===== src/rtl/extint_pkg.sv =====
package extint_pkg;
   typedef enum logic [1:0] {
      SENSE_LOW  = 2'b00,
      SENSE_RSVD = 2'b01,
      SENSE_FALL = 2'b10,
      SENSE_RISE = 2'b11
   } sense_mode_e;

   function automatic logic is_edge_mode(sense_mode_e m);
      return m[1];
   endfunction
endpackage


===== src/rtl/extint_sync.sv =====
module extint_sync #(
   parameter int   STAGES    = 2,
   parameter logic RST_VALUE = 1'b1
) (
   input  logic clk,
   input  logic rst_n,
   input  logic d_async,
   output logic q_sync
);
   if (STAGES < 2) begin : g_bad_depth
      $error("extint_sync: STAGES must be at least 2");
   end

   logic [STAGES-1:0] chain_q;

   for (genvar i = 0; i < STAGES; i++) begin : g_stage
      if (i == 0) begin : g_first
         always_ff @(posedge clk or negedge rst_n) begin
            if (!rst_n) chain_q[0] <= RST_VALUE;
            else        chain_q[0] <= d_async;
         end
      end else begin : g_next
         always_ff @(posedge clk or negedge rst_n) begin
            if (!rst_n) chain_q[i] <= RST_VALUE;
            else        chain_q[i] <= chain_q[i-1];
         end
      end
   end

   assign q_sync = chain_q[STAGES-1];
endmodule


===== src/rtl/extint_edge_det.sv =====
module extint_edge_det #(
   parameter logic RST_VALUE = 1'b1
) (
   input  logic clk,
   input  logic rst_n,
   input  logic lvl,
   output logic rise,
   output logic fall
);
   logic prev_q;

   always_ff @(posedge clk or negedge rst_n) begin
      if (!rst_n) prev_q <= RST_VALUE;
      else        prev_q <= lvl;
   end

   assign rise = lvl & ~prev_q;
   assign fall = ~lvl & prev_q;
endmodule


===== src/rtl/extint_pend_flag.sv =====
module extint_pend_flag
   import extint_pkg::*;
(
   input  logic        clk,
   input  logic        rst_n,
   input  sense_mode_e mode,
   input  logic        rise,
   input  logic        fall,
   input  logic        ack,
   output logic        hit,
   output logic        flag_q
);
   logic flag_d;

   always_comb begin
      unique case (mode)
         SENSE_FALL: hit = fall;
         SENSE_RISE: hit = rise;
         default:    hit = 1'b0;
      endcase
   end

   always_comb begin
      if (!is_edge_mode(mode)) flag_d = 1'b0;
      else if (hit)            flag_d = 1'b1;
      else if (ack)            flag_d = 1'b0;
      else                     flag_d = flag_q;
   end

   always_ff @(posedge clk or negedge rst_n) begin
      if (!rst_n) flag_q <= 1'b0;
      else        flag_q <= flag_d;
   end
endmodule


===== src/rtl/extint_sense_unit.sv =====
module extint_sense_unit
   import extint_pkg::*;
#(
   parameter int   SYNC_STAGES = 2,
   parameter logic IDLE_LEVEL  = 1'b1
) (
   input  logic       clk,
   input  logic       rst_n,
   input  logic       pin_lvl,
   input  logic [1:0] sense_sel,
   input  logic       mask_en,
   input  logic       ack,
   output logic       irq_req
);
   sense_mode_e mode;
   logic        sync_lvl;
   logic        rise;
   logic        fall;
   logic        edge_hit;
   logic        flag_q;
   logic        raw_req;

   assign mode = sense_mode_e'(sense_sel);

   extint_sync #(
      .STAGES    (SYNC_STAGES),
      .RST_VALUE (IDLE_LEVEL)
   ) u_sync (
      .clk     (clk),
      .rst_n   (rst_n),
      .d_async (pin_lvl),
      .q_sync  (sync_lvl)
   );

   extint_edge_det #(
      .RST_VALUE (IDLE_LEVEL)
   ) u_edge (
      .clk   (clk),
      .rst_n (rst_n),
      .lvl   (sync_lvl),
      .rise  (rise),
      .fall  (fall)
   );

   extint_pend_flag u_flag (
      .clk    (clk),
      .rst_n  (rst_n),
      .mode   (mode),
      .rise   (rise),
      .fall   (fall),
      .ack    (ack),
      .hit    (edge_hit),
      .flag_q (flag_q)
   );

   always_comb begin
      unique case (mode)
         SENSE_LOW:              raw_req = ~sync_lvl;
         SENSE_FALL, SENSE_RISE: raw_req = flag_q;
         default:                raw_req = 1'b0;
      endcase
   end

   assign irq_req = mask_en & raw_req;
endmodule


===== config.mk =====
export PLATFORM = sky130hd
export DESIGN_NAME = extint_sense_unit
export DESIGN_NICKNAME = d
export VERILOG_FILES = /design/src/rtl/extint_pkg.sv /design/src/rtl/extint_sync.sv /design/src/rtl/extint_edge_det.sv /design/src/rtl/extint_pend_flag.sv /design/src/rtl/extint_sense_unit.sv
export SDC_FILE = /design/constraint.sdc
export NUM_CORES = 1
export LEC_CHECK = 0
export ABC_CLOCK_PERIOD_IN_PS = 2600
export BUFFER_PORTS_ARGS = -buffer_cell sky130_fd_sc_hd__buf_2
export CAP_MARGIN = 20
export CORE_AREA = 4 4 41 43
export DETAILED_ROUTE_END_ITERATION = 16
export DIE_AREA = 0 0 45 47
export HOLD_SLACK_MARGIN = 0.05
export PLACE_DENSITY_LB_ADDON = 0.12
export SKIP_CTS_REPAIR_TIMING = 1
export SLEW_MARGIN = 10
export SYNTH_ARGS = -nofsm -noshare
export SYNTH_HDL_FRONTEND = slang
export SYNTH_HIERARCHICAL = 1
export SYNTH_SLANG_ARGS = --single-unit

===== constraint.sdc =====
create_clock -name clk -period 2.6 [get_ports clk]
set_clock_uncertainty 0.05 [all_clocks]
set_input_delay 0.65 -clock clk [delete_from_list [all_inputs] [get_ports clk]]
set_output_delay 0.65 -clock clk [all_outputs]
set_load 0.005 [all_outputs]

* Word-level counts from Yosys, hierarchy flattened
Cells that the tools add are included.
** Storage, ports and cells
- Flip-flop bits (word level) :: 4
- Output and inout bits :: 1
** Cells by class
- Bitwise operators :: 5
- Muxes and demuxes :: 5
- Eq/ne operators :: 3
- Reduce and logical (&&, ||, !) cells :: 2
** Operators with widths (number)
- equality test 2 bit (second input constant) :: 2
- one-hot mux 1 bit (2 select lines) :: 2
- bitwise AND 1 bit :: 3
- two-way mux 1 bit :: 3
- != test 3 x 1 -> 1 bit (second input constant) :: 1
- logical NOT 2 bit :: 1
- inverter 1 bit :: 2
- OR reduction 2 bit :: 1

* Longest topological paths before layout
Gate-level depths: netlist of run 1.
- Depth in word-level cells :: 5
- Mapped depth :: 3
- Depth with buffers taken out :: 3

* By module
Netlist of run 1, hierarchy kept.
** By module, submodules not included
- extint_pend_flag :: times used 1, sequential area each 25.0 um2, area an instance 55.1 um2, cells each 5
- extint_sync :: times used 1, sequential area each 52.6 um2, area an instance 52.6 um2, cells each 2
- extint_edge_det :: times used 1, sequential area each 26.3 um2, area an instance 41.3 um2, cells each 3
- extint_sense_unit :: times used 1, sequential area each 0.0 um2, area an instance 25.0 um2, cells each 3

* Worst setup path after synthesis of run 1
OpenSTA, ideal clock, no wires.
- Kind :: input to output
- From :: input port sense_sel[0]
- To :: output port irq_req
- Data arrival time :: 0.987 ns
- Setup slack :: 0.913 ns
- Cell stages on the path :: 1
- Data required time :: 1.900 ns
- Cell sequence :: o41ai_2
** On the way
- Word-level cells in the longest chain between the ends :: 4
- Elaborated cells between the ends (all ways) :: 6
** RTL lines
- start: declaration :: RTL line extint_sense_unit.sv:10 : input logic [1:0] sense_sel,
- equality test 2 bit :: RTL line extint_sense_unit.sv:57 : unique case (mode)
- OR reduction 2 bit :: RTL line extint_sense_unit.sv:57
- one-hot mux 1 bit (2 select lines) (*) :: RTL line extint_sense_unit.sv:57
- bitwise AND 1 bit (*) :: RTL line extint_sense_unit.sv:64 : assign irq_req = mask_en & raw_req;
- end: declaration :: RTL line extint_sense_unit.sv:13 : output logic irq_req
Mark *: on every way between the ends. The rest lies on a longest branch, timed or not.

* Worst setup path after layout of run 1
Same ends and word-level chain as after synthesis.

==> results of run 1 <==
==> power groups by stage <==
| stage | Sequential (W) | Combinational (W) | Clock (W) |
|---|---|---|---|
| 2_1_floorplan | 0.0000699 | 0.00000504 | 0 |
| 4_1_cts | 0.0000699 | 0.0000128 | 0.0000885 |
| 3_3_place_gp | 0.0000704 | 0.0000124 | 0 |
| 3_5_place_dp | 0.0000707 | 0.0000128 | 0 |
| 5_1_grt | 0.0000704 | 0.0000141 | 0.0000937 |
| 6_report | 0.0000698 | 0.0000124 | 0.0000837 |
==> state kept, by name, indices dropped and copies added, names as in the netlist <==
signal	flops
u_sync/chain_q	1
u_sync/q_sync	1
u_edge/prev_q	1
u_flag/flag_q	1
==> per-layer routing <==
layer / vias up / wire length [microns]
li1: 64 / -
met5: - / 0
met2: 7 / 127
met4: 0 / 0
met1: 55 / 154
met3: 0 / 35
==> worst max-delay path, delay by kind of cell <==
family	cells	cell delay (ps)
AOI/OAI and AO/OA	1	310
buffers and inverters	2	260
==> worst max path at each step <==
stage                       startpoint  endpoint  cells past startpoint
after floorplan           sense_sel[0]   irq_req                      1
after global placement    sense_sel[0]   irq_req                      3
after detailed placement  sense_sel[0]   irq_req                      3
after CTS                 sense_sel[0]   irq_req                      3
after global routing      sense_sel[0]   irq_req                      3
final                     sense_sel[0]   irq_req                      3
==> through the flow <==
stage	total power, W	worst slack, ps	cell area, sq um	instances
2_1_floorplan	0.0000750	913	168	12
4_1_cts	0.000171	664	248	38
5_1_grt	0.000178	634	248	38
3_5_place_dp	0.0000835	665	221	34
3_3_place_gp	0.0000829	674	221	34
6_report	0.000166	675	248	38
==> cells in the final DEF (no fill, tap or decap), drive strengths merged <==
master / count
nand3: 1
o41ai: 1
dfrtp: 1
clkbuf: 4
nand2b: 1
mux2i: 1
inv: 1
and2b: 1
a21boi: 1
dfstp: 3
nor2b: 1
buf: 7
==> layout make-up <==
type,count,area (sq um)
tap,15,18.8
fill,154,1050
multi-input combinational,7,60.1
clock buffer,4,26.3
inverter,1,3.75
sequential,4,104
timing repair buffer,7,35.0
==> results, run 1 <==
- The min-delay analysis places its worst path in the category input port to async pin.
- The number of optimization iterations in the first detailed-route pass is 2.
- The final period utilization is 74.0%.
- Clock-pin slew was measured on the worst setup and hold paths at 40 ps.
- In the final routed layout, each cell accounts on average for 8.34 microns.
- The floorplan step defined a core boundary enclosing 1300 sq um.
- The count of nets left with antenna violations once routing finished came out at 0.
- The post-route netlist has 65.2% of its cells at a drive strength greater than 1.
- The congestion estimate from routability-driven global placement came to 0.714.
- The max-slew violation count came to 0.
- The share of total power in combinational logic is 7.5%.
- The max capacitance violation total is 0.
- The worst-case register-to-register setup slack is 1450 ps.
- The maximum count of clock buffers along a single path is 2.
- In this run the worst path has a maximum fanout of 2.
- The master cell of the clock root buffer is clkbuf_4.
- On the worst path, the slowest cell contributes a delay of around 310 ps.
- The floorplan die height is 47 microns.
- The switching power as a share of total power is 20.1%.
- The final wirelength is 317 microns.
- Once layout is complete, the utilization of the core stands at 19.0%.
- STA puts the critical path data arrival time at 1220 ps.
- The number of standard cells after synthesis is 12.
- The number of antenna diodes in the final layout is 0.
- Traced cell by cell, the critical path runs through buf_2 -> o41ai_2 -> buf_2.
- The DRC violation count after routing is 0.
- The critical path is of the input port to primary output type.
- The Yosys step of the flow raised 6 warnings.
- In the global route stage, overall resource usage came out at under 10%.
- The clock net in this run drives a total of 4 sinks.
- Clock latency on the worst-skew pair, taken at its later pin, is 230 ps.
- The met3 layer usage reported by global route is under 10%.
- The post-synthesis net count is 19.
- The count of vias placed by the detailed router is roughly 130.
- The largest individual stage delay along the critical path comes from the cell o41ai_2.
- The peak ir drop on the vdd network is 240 uV.
- The TritonCTS clock tree is yes.
- The endpoint identified for the worst register-to-register timing path is u_flag/flag_q$_DFFE_PN0P_.
- The total CTS buffers is 3.
- The internal portion of total power is between 0.0001 and 0.00015 W.
- The power density over the cells is 670 nW/um^2.
- For the pin with the worst max-slew slack, the measured transition is ~210 ps.
- The required time reported for the critical path endpoint is 1900 ps.
- The worst setup path is launched from an input port.
- The area growth from synthesis to layout is 47.8%.
- The number of buffers added on ports is 7.
- The largest net degree at the start of global routing is 5.
- The number of global-route vias before repair is 138.
- The detailed-route vias per instance is 3.32.
- The overall die width is ~45 microns.
- The setup-violating endpoint count in the final report is 0.
- The first-pass GRT wire length is around 520 microns.
- The worst pin sits at a relative slew slack of 85.8%.
- The sequential power share is 42.1%.
- The most used routing layer is met2.
- The flow ran to the end, and the final reports show no timing, DRC or antenna violations.
- Final hold analysis gives a worst-case slack of 157 ps.
- The switching power summed over all nets is approximately 0.000033 W.
- Global routing consumed, on the met2 layer, 5.08% of the routing resources.
- The startpoint identified for the worst register-to-register timing path is u_sync/q_sync$_DFF_PN1_.
- The number of cells on the worst reg-to-reg path is 3.
- A synthesized cell averages 14.0 sq um.
- Timing would allow up to 0.520 GHz.
- The floorplan step defined a die boundary enclosing 2120 sq um.
- The static leakage power is 0.119 nW.
- For this block, the initial DRC count from the detailed router was 2.
- The post-route setup TNS is 0 ps.
- The post-layout minimum cycle time is 1920 ps.
- The number of levels the H-tree was split into is 1.
- The fraction of met1 tracks used by global routing is 3.90%.
- The remaining global-route overflow is 0.
- The floorplan row count is 13.
- Setup repair after global routing left no endpoint under its margin.
- The part of the total power dissipated in the clock network is between 50 and 60%.
- The cell with the most instances on the worst path is buf_2.
- For this run, the post-layout net count is 31.
- The worst setup path is captured at a primary output.
- The number of top-level pins is 8.
- The number of antenna violations at the first check in global routing is 0.
- For this configuration, the core starts out at a cell density of between 10 and 15%.
- The final-report hold violation count is 0.
- The synthesized netlist occupies a cell area of 168 sq um.
(Power assumes the default switching activity.)
==> inputs of run 2 (changes only) <==
--- a/config.mk
+++ b/config.mk
@@ -5,7 +5,7 @@
 export SDC_FILE = /design/constraint.sdc
 export NUM_CORES = 1
 export LEC_CHECK = 0
-export ABC_CLOCK_PERIOD_IN_PS = 2600
+export ABC_CLOCK_PERIOD_IN_PS = 1920
 export BUFFER_PORTS_ARGS = -buffer_cell sky130_fd_sc_hd__buf_2
 export CAP_MARGIN = 20
 export CORE_AREA = 4 4 41 43
==> constraint.sdc (replaced) <==
create_clock -name clk -period 1.92 [get_ports clk]
set_clock_uncertainty 0.05 [all_clocks]
set_input_delay 0.48 -clock clk [delete_from_list [all_inputs] [get_ports clk]]
set_output_delay 0.48 -clock clk [all_outputs]
set_load 0.005 [all_outputs]
==> run 2 against run 1 <==
Die area stayed put. Register-to-register slack worse by 650 ps. Clock power is 40% higher. Worst setup slack worse by 350 ps. Non-clock buffer count is 1 higher. Sequential power is 35% higher. Worst hold slack better by 140 ps. Critical path type unchanged.
==> results, run 2 (same netlist as run 1, synthesis figures left out) <==
- The flow ran to the end, and the final reports show no timing, DRC or antenna violations.
- The count of vias placed by the detailed router is 131 (+4.0%).
- The overall die width is 45 microns (unchanged).
- The number of levels the H-tree was split into is 1 (unchanged).
- The number of fill cells is 154 (unchanged).
- The cell area after placement came to 221 sq um (unchanged).
- The global routing usage summed across all routing layers is 4.52% (+0.55 points).
- The final weighted congestion in routability-driven placement came to 0.698 (-2.2%).
- The post-route setup TNS came to 0 ps (unchanged).
- The final setup slack of the worst path is 324 ps (-351 ps).
- The worst setup path is launched from an input port.
- From synthesis to final layout, the design area changed by 53.7%.
- The DRC violation count after routing was 0 (unchanged).
- The library cells used most frequently in the layout, excluding fill and tap cells, are buf_2 (7), clkbuf_4 (3), dfstp_2 (3).
- The final period utilization is slightly above 80%.
- The number of nets in the final layout is 32 (+3.2%).
- The floorplan row count is 13 (unchanged).
- The floorplan die height is 47 microns (unchanged).
- The count of antenna diodes in the layout is 0 (unchanged).
- The worst setup slack before clock tree synthesis is 311 ps (-354 ps).
- The required time reported for the critical path endpoint is 1390 ps (-510 ps).
- The fraction of layout instances using a drive strength above 1 is 62.5% (-2.7 points).
- The peak ir drop on the vdd network came to 333 uV (+39%).
- The number of nets with antenna violations after routing is 0 (unchanged).
- The setup-violating endpoint count in the final report is 0 (unchanged).
- The placed instance count is 34 (unchanged).
- The number of antenna violations at the first check in global routing is 0 (unchanged).
- The floorplan core area is 1300 sq um (unchanged).
- The initial detailed-routing violation count was 2 (unchanged).
- The detailed-route vias per instance is 3.36 (+1.3%).
- The initial cell density of the core came to 12.9% (unchanged).
- The total CTS buffers came to 3 (unchanged).
- Setup repair after global routing left no endpoint under its margin.
- The class of the most critical hold timing path is input port to register.
- The post-route standard cell area excluding fillers is 258 sq um (+4.0%).
- The max capacitance violation total is 0 (unchanged).
- The post-layout minimum cycle time is 1600 ps.
- The library cell used most frequently in the layout, excluding fill and tap cells, is buf_2.
- The non-filler instance count after layout is 39 (+2.6%).
- The maximum count of clock buffers along a single path is 2 (unchanged).
- The fmax is 0.627 GHz.
- The number of buffers added on ports is 7 (unchanged).
- The master cell of the clock root buffer is clkbuf_4.
- The final-report hold violation count was 0 (unchanged).
- The number of optimization iterations in the first detailed-route pass is 2 (unchanged).
- The sink count of the clock tree is 4 (unchanged).
- The number of global-route vias before repair is 146 (+5.8%).
- The number of top-level pins is 8 (unchanged).
- The type of the worst setup path is input port to primary output.
- The largest net degree at the start of global routing is 5 (unchanged).
- The data arrival time at the worst-slack endpoint is 1070 ps (-150 ps).
- The transition at the pin with the smallest max-transition slack was 214 ps (+3.90 ps).
- The headroom to the max-slew limit came to 85.5% (-0.26 points).
- The source-to-sink clock delay at the later pin of the worst-skew pair was 240 ps (about the same).
- The clock transition at the register clock pins on the worst setup and hold paths after CTS is 30 ps (about the same).
- The largest fanout on the critical path is 2 (unchanged).
- The power density over the cells is 890 nW/um^2 (+33%).
- The average wire length per cell after detail routing is 9.18 microns (+10%).
- The die area came to 2120 sq um (unchanged).
- The remaining global-route overflow came to 0 (unchanged).
- The max-slew violation count is 0 (unchanged).
- The first-pass GRT wire length is 600 microns (+15%).
- The TritonCTS clock tree is yes.
- The final wirelength is 358 microns (+13%).
- STA classifies the critical path endpoint as a primary output.
- The static leakage power came to 0.124 nW (+3.5%).
-- run 2: layout make-up --
type	count	area, sq um	share of cell area (%)
Sequential cell	4	104	40.3
Multi-Input combinational cell	7	60.1	23.3
Timing Repair Buffer	8	45.0	17.5
Clock buffer	4	26.3	10.2
Tap cell	15	18.8	7.28
Inverter	1	3.75	1.46
-- run 2: power by group --
group | switching [W] | total [W] | leakage, nW | internal [W]
registers | 0.00000256 | 0.0000943 | 0.0449 | 0.0000918
clock network | 0.0000385 | 0.000117 | 0.0150 | 0.0000782
logic | 0.00000739 | 0.0000184 | 0.0637 | 0.0000110
-- run 2: metrics by stage --
stage / total power, W / hold WS [ps] / util (%)
2_1_floorplan: 0.000102 / 134 / -
3_3_place_gp: 0.000112 / 236 / 17.0
3_5_place_dp: 0.000113 / 240 / 17.0
4_1_cts: 0.000235 / -25.5 / 19.0
5_1_grt: 0.000247 / 291 / 19.8
6_report: 0.000229 / 301 / 19.8
-- run 2: final timing paths --
kind / end / cells past startpoint / from / slack [ps]
max in group asynchronous: u_sync/q_sync$_DFF_PN1_ / 2 / rst_n / 1080
worst max register to register: u_flag/flag_q$_DFFE_PN0P_ / 3 / u_sync/q_sync$_DFF_PN1_ / 800
min in group asynchronous: u_flag/flag_q$_DFFE_PN0P_ / 2 / rst_n / 520
worst min register to register: u_sync/q_sync$_DFF_PN1_ / 0 / u_sync/chain_q[0]$_DFF_PN1_ / 300
worst max-delay path: irq_req / 3 / sense_sel[0] / 320
worst min-delay path: u_sync/chain_q[0]$_DFF_PN1_ / 1 / pin_lvl / 300
-- run 2: per-layer routing --
layer  part of all wire [%]  GRT usage, %  up-vias
li1                       -             -       65
met1                     41          4.82       56
met2                     39          4.80       10
met3                     19          4.98        0
met4                      0          3.51        0
met5                      0             0        -
-- run 2: worst max-delay path, stage by stage --
cell and delay, ps:
buf_2 120, o41ai_2 310, buf_2 160
